## config.mk

```make
export PLATFORM = sky130hd
export DESIGN_NAME = grp_irq_ctrl
export DESIGN_NICKNAME = d
export VERILOG_FILES = /design/src/rtl/irq_ctrl_pkg.sv /design/src/rtl/irq_regs.sv /design/src/rtl/irq_ext_dec.sv /design/src/rtl/irq_arb.sv /design/src/rtl/grp_irq_ctrl.sv
export SDC_FILE = /design/constraint.sdc
export NUM_CORES = 1
export LEC_CHECK = 0
export CORE_ASPECT_RATIO = 1.25
export CORE_MARGIN = 2
export CORE_UTILIZATION = 39
export CTS_CLUSTER_DIAMETER = 120
export DETAILED_ROUTE_END_ITERATION = 6
export PLACE_DENSITY = 0.61
export REMOVE_ABC_BUFFERS = 1
export SYNTH_ARGS = -nofsm -noshare
export SYNTH_HDL_FRONTEND = slang
export SYNTH_SLANG_ARGS = --single-unit
```

## constraint.sdc

```tcl
create_clock -name clk -period 45.5 [get_ports clk]
set_input_delay 9.1 -clock clk [delete_from_list [all_inputs] [get_ports clk]]
set_output_delay 9.1 -clock clk [all_outputs]
set_load 0.01 [all_outputs]
```

## src/rtl/irq_ctrl_pkg.sv

```systemverilog
package irq_ctrl_pkg;
  localparam int SRC_N   = 20;
  localparam int FIELD_W = 4;
  localparam int CODE_W  = 12;
  localparam int PREG_W  = 16;
  localparam int PREG_N  = 3;
  localparam int FIELD_N = PREG_N * (PREG_W / FIELD_W);
  localparam int ADDR_W  = 3;
  localparam int DATA_W  = 32;
  localparam int MASK_W  = 32;

  localparam logic [ADDR_W-1:0] ADDR_MSET = 3'd4;
  localparam logic [ADDR_W-1:0] ADDR_MCLR = 3'd5;
  localparam logic [ADDR_W-1:0] ADDR_ACK  = 3'd6;

  // priority field that governs each source
  function automatic int src_field(input int i);
    case (i)
      0: return 0;   1: return 1;   2, 3: return 2;
      4, 5, 6: return 3;            7: return 4;
      8, 9: return 5;
      10, 11, 12, 13: return 6;
      14: return 8;  15: return 11;
      default: return 10;
    endcase
  endfunction

  // event code reported by each source
  function automatic logic [CODE_W-1:0] src_code(input int i);
    case (i)
      0:  return 12'h400;  1:  return 12'h420;
      2:  return 12'h440;  3:  return 12'h460;
      4:  return 12'h480;  5:  return 12'h4A0;
      6:  return 12'h4C0;  7:  return 12'h560;
      8:  return 12'h580;  9:  return 12'h5A0;
      10: return 12'h4E0;  11: return 12'h500;
      12: return 12'h520;  13: return 12'h540;
      14: return 12'h620;  15: return 12'h600;
      16: return 12'h700;  17: return 12'h720;
      18: return 12'h740;  default: return 12'h760;
    endcase
  endfunction
endpackage

```

## src/rtl/irq_regs.sv

```systemverilog
module irq_regs
  import irq_ctrl_pkg::*;
(
  input  logic                      clk,
  input  logic                      rst,
  input  logic                      wr_en,
  input  logic [ADDR_W-1:0]         wr_addr,
  input  logic [DATA_W-1:0]         wr_data,
  input  logic [ADDR_W-1:0]         rd_addr,
  output logic [DATA_W-1:0]         rd_data,
  input  logic                      ack,
  input  logic [CODE_W-1:0]         cur_code,
  output logic [PREG_N*PREG_W-1:0]  fields,
  output logic [MASK_W-1:0]         mask_q
);
  logic [PREG_W-1:0] preg_q [PREG_N];
  logic [CODE_W-1:0] ack_q;

  for (genvar r = 0; r < PREG_N; r++) begin : g_preg
    always_ff @(posedge clk) begin
      if (rst) preg_q[r] <= '0;
      else if (wr_en && wr_addr == ADDR_W'(r)) preg_q[r] <= wr_data[PREG_W-1:0];
    end
    assign fields[r*PREG_W +: PREG_W] = preg_q[r];


    prio_wr_chk: assert property (@(posedge clk) disable iff (rst)
      (wr_en && wr_addr == ADDR_W'(r)) |=> preg_q[r] == $past(wr_data[PREG_W-1:0]));
  end

  always_ff @(posedge clk) begin
    if (rst) mask_q <= '1;
    else if (wr_en && wr_addr == ADDR_MSET) mask_q <= mask_q | wr_data;
    else if (wr_en && wr_addr == ADDR_MCLR) mask_q <= mask_q & ~wr_data;
  end

  always_ff @(posedge clk) begin
    if (rst) ack_q <= '0;
    else if (ack) ack_q <= cur_code;
  end

  always_ff @(posedge clk) begin
    if (rst) rd_data <= '0;
    else begin
      rd_data <= '0;
      if (int'(rd_addr) < PREG_N) rd_data <= DATA_W'(preg_q[rd_addr]);
      else if (rd_addr == ADDR_MSET || rd_addr == ADDR_MCLR) rd_data <= mask_q;
      else if (rd_addr == ADDR_ACK) rd_data <= DATA_W'(ack_q);
    end
  end


  mask_set_chk: assert property (@(posedge clk) disable iff (rst)
    (wr_en && wr_addr == ADDR_MSET) |=> (mask_q & $past(wr_data)) == $past(wr_data));

  mask_clr_chk: assert property (@(posedge clk) disable iff (rst)
    (wr_en && wr_addr == ADDR_MCLR) |=> (mask_q & $past(wr_data)) == '0);

  ack_latch_chk: assert property (@(posedge clk) disable iff (rst)
    ack |=> ack_q == $past(cur_code));

  rst_mask_chk: assert property (@(posedge clk) disable iff (rst)
    $past(rst) |-> (mask_q == '1 && ack_q == '0));
endmodule

```

## src/rtl/irq_ext_dec.sv

```systemverilog
module irq_ext_dec
  import irq_ctrl_pkg::*;
(
  input  logic [3:0]         ext_req,
  output logic [FIELD_W-1:0] ext_lvl,
  output logic [CODE_W-1:0]  ext_code
);
  always_comb begin
    if (ext_req == 4'hF) begin
      ext_lvl  = '0;
      ext_code = '0;
    end else begin
      ext_lvl  = FIELD_W'(4'hF - ext_req);
      ext_code = CODE_W'(12'h200 + ({8'h00, ext_req} << 5));
    end
  end
endmodule

```

## src/rtl/irq_arb.sv

```systemverilog
module irq_arb
  import irq_ctrl_pkg::*;
(
  input  logic                      clk,
  input  logic                      rst,
  input  logic [SRC_N-1:0]          src,
  input  logic [SRC_N-1:0]          mask,
  input  logic [PREG_N*PREG_W-1:0]  fields,
  input  logic [FIELD_W-1:0]        ext_lvl,
  input  logic [CODE_W-1:0]         ext_code,
  output logic                      irq_req,
  output logic [FIELD_W-1:0]        irq_level,
  output logic [CODE_W-1:0]         irq_code
);
  logic [FIELD_W-1:0] pri  [SRC_N];
  logic [SRC_N-1:0]   elig;
  logic [FIELD_W-1:0] best_lvl;
  logic [CODE_W-1:0]  best_code;

  for (genvar i = 0; i < SRC_N; i++) begin : g_src
    localparam int FIdx = src_field(i);
    assign pri[i]  = fields[FIdx*FIELD_W +: FIELD_W];
    assign elig[i] = src[i] & ~mask[i] & (pri[i] != '0);


    lvl_floor_chk: assert property (@(posedge clk) disable iff (rst)
      elig[i] |=> irq_level >= $past(pri[i]));
  end

  // external request seeds the search so it keeps ties; strict compare keeps lowest index
  always_comb begin
    best_lvl  = ext_lvl;
    best_code = ext_code;
    for (int i = 0; i < SRC_N; i++) begin
      if (elig[i] && pri[i] > best_lvl) begin
        best_lvl  = pri[i];
        best_code = src_code(i);
      end
    end
  end

  always_ff @(posedge clk) begin
    if (rst) begin
      irq_req   <= 1'b0;
      irq_level <= '0;
      irq_code  <= '0;
    end else begin
      irq_req   <= best_lvl != '0;
      irq_level <= best_lvl;
      irq_code  <= (best_lvl != '0) ? best_code : '0;
    end
  end


  req_lvl_chk: assert property (@(posedge clk) disable iff (rst)
    !irq_req |-> (irq_level == '0 && irq_code == '0));
endmodule

```

## src/rtl/grp_irq_ctrl.sv

```systemverilog
module grp_irq_ctrl
  import irq_ctrl_pkg::*;
(
  input  logic              clk,
  input  logic              rst,
  input  logic              wr_en,
  input  logic [2:0]        wr_addr,
  input  logic [31:0]       wr_data,
  input  logic [2:0]        rd_addr,
  output logic [31:0]       rd_data,
  input  logic [19:0]       src_i,
  input  logic [3:0]        ext_req,
  input  logic              ack,
  output logic              irq_req,
  output logic [3:0]        irq_level,
  output logic [11:0]       irq_code
);
  logic [PREG_N*PREG_W-1:0] fields;
  logic [MASK_W-1:0]        mask_q;
  logic [FIELD_W-1:0]       ext_lvl;
  logic [CODE_W-1:0]        ext_code;

  irq_regs u_regs (
    .clk(clk), .rst(rst), .wr_en(wr_en), .wr_addr(wr_addr), .wr_data(wr_data),
    .rd_addr(rd_addr), .rd_data(rd_data), .ack(ack), .cur_code(irq_code),
    .fields(fields), .mask_q(mask_q)
  );

  irq_ext_dec u_ext (.ext_req(ext_req), .ext_lvl(ext_lvl), .ext_code(ext_code));

  irq_arb u_arb (
    .clk(clk), .rst(rst), .src(src_i), .mask(mask_q[SRC_N-1:0]), .fields(fields),
    .ext_lvl(ext_lvl), .ext_code(ext_code),
    .irq_req(irq_req), .irq_level(irq_level), .irq_code(irq_code)
  );


  idle_chk: assert property (@(posedge clk) disable iff (rst)
    (src_i == '0 && ext_req == 4'hF) |=> !irq_req);

  ext_top_chk: assert property (@(posedge clk) disable iff (rst)
    (ext_req == 4'h0) |=> (irq_level == 4'hF && irq_code == 12'h200));
endmodule

```

==> impl_metrics.tcl <==
set metrics [dict create \
    clk_transition_reported_paths_ns 0.06 \
    yosys.cell_types.count 100 \
    synth-async-reset-ratio_pct 0 \
    drtIter0Drc 521 \
    overflow 0 \
    seqPwrFrac_pct 35.8 \
    portBuffers 108 \
    synth_area_um2 9570 \
    cts_tree "done" \
    die_w_um 144 \
    cp_data_required_time_ns 45.77 \
    slew_headroom_pct 28.1 \
    period_minus_slack_ns 42.83 \
    place_congestion 0.952 \
    slowest_stage "o41a_4" \
    clk_root_buffer_cell "clkbuf_16" \
    post-route-period-util_pct 94.1 \
    core_area_um2 24300 \
    synth.top_cell.area_share_pct 16.9 \
    avgSynthCellArea_um2 8.64 \
    r2r_cells 147 \
    ys.flop_type "dfxtp_1" \
    min_path_type "flop to flop" \
    skew_ns 0.00838 \
    dp_cells 1509 \
    setup_viol 0 \
    nets 1318 \
    synth_seq_cells 129 \
    critPathKind "primary input to flop" \
    cts_max_path_buffers 2 \
    comb_power_share_pct 29.4 \
    cts_buffers 17 \
    area_growth_pct 20.3 \
    p_leak_nw 4.65 \
    drc_errors 0 \
    layout-drive-gt1-share_pct 8.92 \
    dieArea_um2 25800 \
    p_int_uw 255 \
    min_path_cells 1 \
    grt_pass1_vias 8406 \
    grtUsageTotal_pct 22.7 \
    critPathLaunchType "primary input" \
    die_h_um 179 \
    fin_tns_setup_ns 0 \
    wirelength_um 28800 \
    postCtsHoldBufs 0 \
    slowest_delay_ns 0.56 \
    p_clk_share_pct 34.8 \
    rsz0062_at_grt "false" \
    yosys_warnings 0 \
    ir_worst_vdd_v 0.0000261 \
    routed_via_density 5.59 \
    mostFrequentLayoutCells "120 x nor2_1, 107 x clkdlybuf4s50_1, 97 x nand2_1" \
    netSwitchingFraction_pct 33.2 \
    arrival_ns 43.11 \
    antenna_found_initial 0 \
    start_util_pct 39.4 \
    row_count 64 \
    status "completed" \
    drv_cap 0 \
    powerDensity_nw_per_um2 33.2 \
    grt_first_pass_wirelength_um 45400 \
    grt_max_degree 61 \
    dp_hpwl_um 22000 \
    htreeDepth 4 \
    hold_ws_ns 0.451 \
    yosysTopAreaCell "dfxtp_1" \
    io_pins 115 \
    final_max_slew_viol_count 0 \
    drt-pass1-iter-count 4 \
    syn-instance-count 1107 \
    yosysSeqAreaShare_pct 32.0 \
    p_sw_uw 127 \
    antenna_cells 0 \
    end_kind "flop" \
    vias 8614 \
    finalHoldViolCount 0 \
    worst_pin_slew_ns 1.07 \
    crit_fanout 11 \
    postRouteAntennaNets 0 \
    cts.sinks 129 \
    layout_commonest_cell "nor2_1" \
    wire_per_inst_um 18.7 \
    crit_path_frequent_cell "ha_1" \
    clock_latency_ns 0.42 \
    synth_area_leaders "dfxtp_1 17%, edfxtp_1 15%, ha_1 7.1%" \
    final_cell_count_no_fill 1541 \
    synth-edff-count 48 \
    fmax_mhz 23.3 \
]
stage by stage:
step                      setup slack, ns  power, mW  util, %  area (um2)
after global routing                0.112      0.402     47.4       11500
final                                2.67      0.382     47.4       11500
after global placement               2.70      0.249     45.1       10900
after CTS                            2.79      0.383     47.4       11500
after floorplan                      7.38      0.211        -        9370
after detailed placement             2.50      0.250     45.1       10900
layer usage:
layer | wire length [um] | vias to the layer above | track usage (%)
li1 | - | 4216 | -
met1 | 12400 | 4129 | 27.7
met2 | 14400 | 217 | 40.9
met3 | 1090 | 52 | 3.13
met4 | 890 | 0 | 7.56
met5 | 0 | - | 0
worst max-delay path, delay by kind of cell:
kind	cells	cell delay [ns]
compound gates	59	14.19
mux	18	5.85
fa+ha+maj	20	5.71
buf+inv	15	1.45
simple gates	36	6.78
path summary, 6_finish.rpt:
check                      startpoint       endpoint  slack, ns
setup / recovery           ext_req[3]  u_arb.irq_req       2.67
hold / removal                   flop           flop       0.45
setup reg to reg  u_regs.preg_q[0][1]  u_arb.irq_req      11.37
hold reg to reg                  flop           flop       0.45
Yosys cell counts (16+ instances only):
cell and count:
clkbuf_1 33, and2_1 77, a21o_1 16, o21ai_0 45, nand2_1 97, a21oi_1 58
a211o_1 42, o21a_1 21, nand3_1 22, mux2_2 18, dfxtp_1 81, mux2i_1 41
ha_1 54, edfxtp_1 48, nor2_1 121, inv_1 64, nor2b_1 21
timing repair:
| item | in CTS | in global routing |
|---|---|---|
| hold endpoints to repair | 0 | 0 |
| endpoints found under the setup margin | 0 | 1 |
| setup buffers | 0 | 0 |
| gates resized for setup | 0 | 1 |
layout make-up:
class / count / area, um2
multi-input combinational: 871 / 6090
clock inverter: 13 / 110
inverter: 65 / 244
fill: 2342 / 12800
tap: 330 / 413
timing repair buffer: 114 / 1120
clock buffer: 19 / 464
sequential: 129 / 3060
cells by family after synthesis:
group	share of synthesized area, %
AOI/OAI and AO/OA	23.7
xor gates and xnor gates	1.01
adders and majority gates	7.18
buffers and inverters	4.77
DFF	32.0
muxes	8.20
other	0.0392
and+or+nand+nor	23.0
power groups by stage:
stage	Combinational, mW	Clock (mW)	Sequential, mW
final	0.112	0.133	0.137
after global routing	0.125	0.140	0.138
after CTS	0.112	0.135	0.137
after detailed placement	0.111	0	0.139
after global placement	0.110	0	0.139
after floorplan	0.0744	0	0.137
Note: power is estimated with default switching activity, not from simulation.
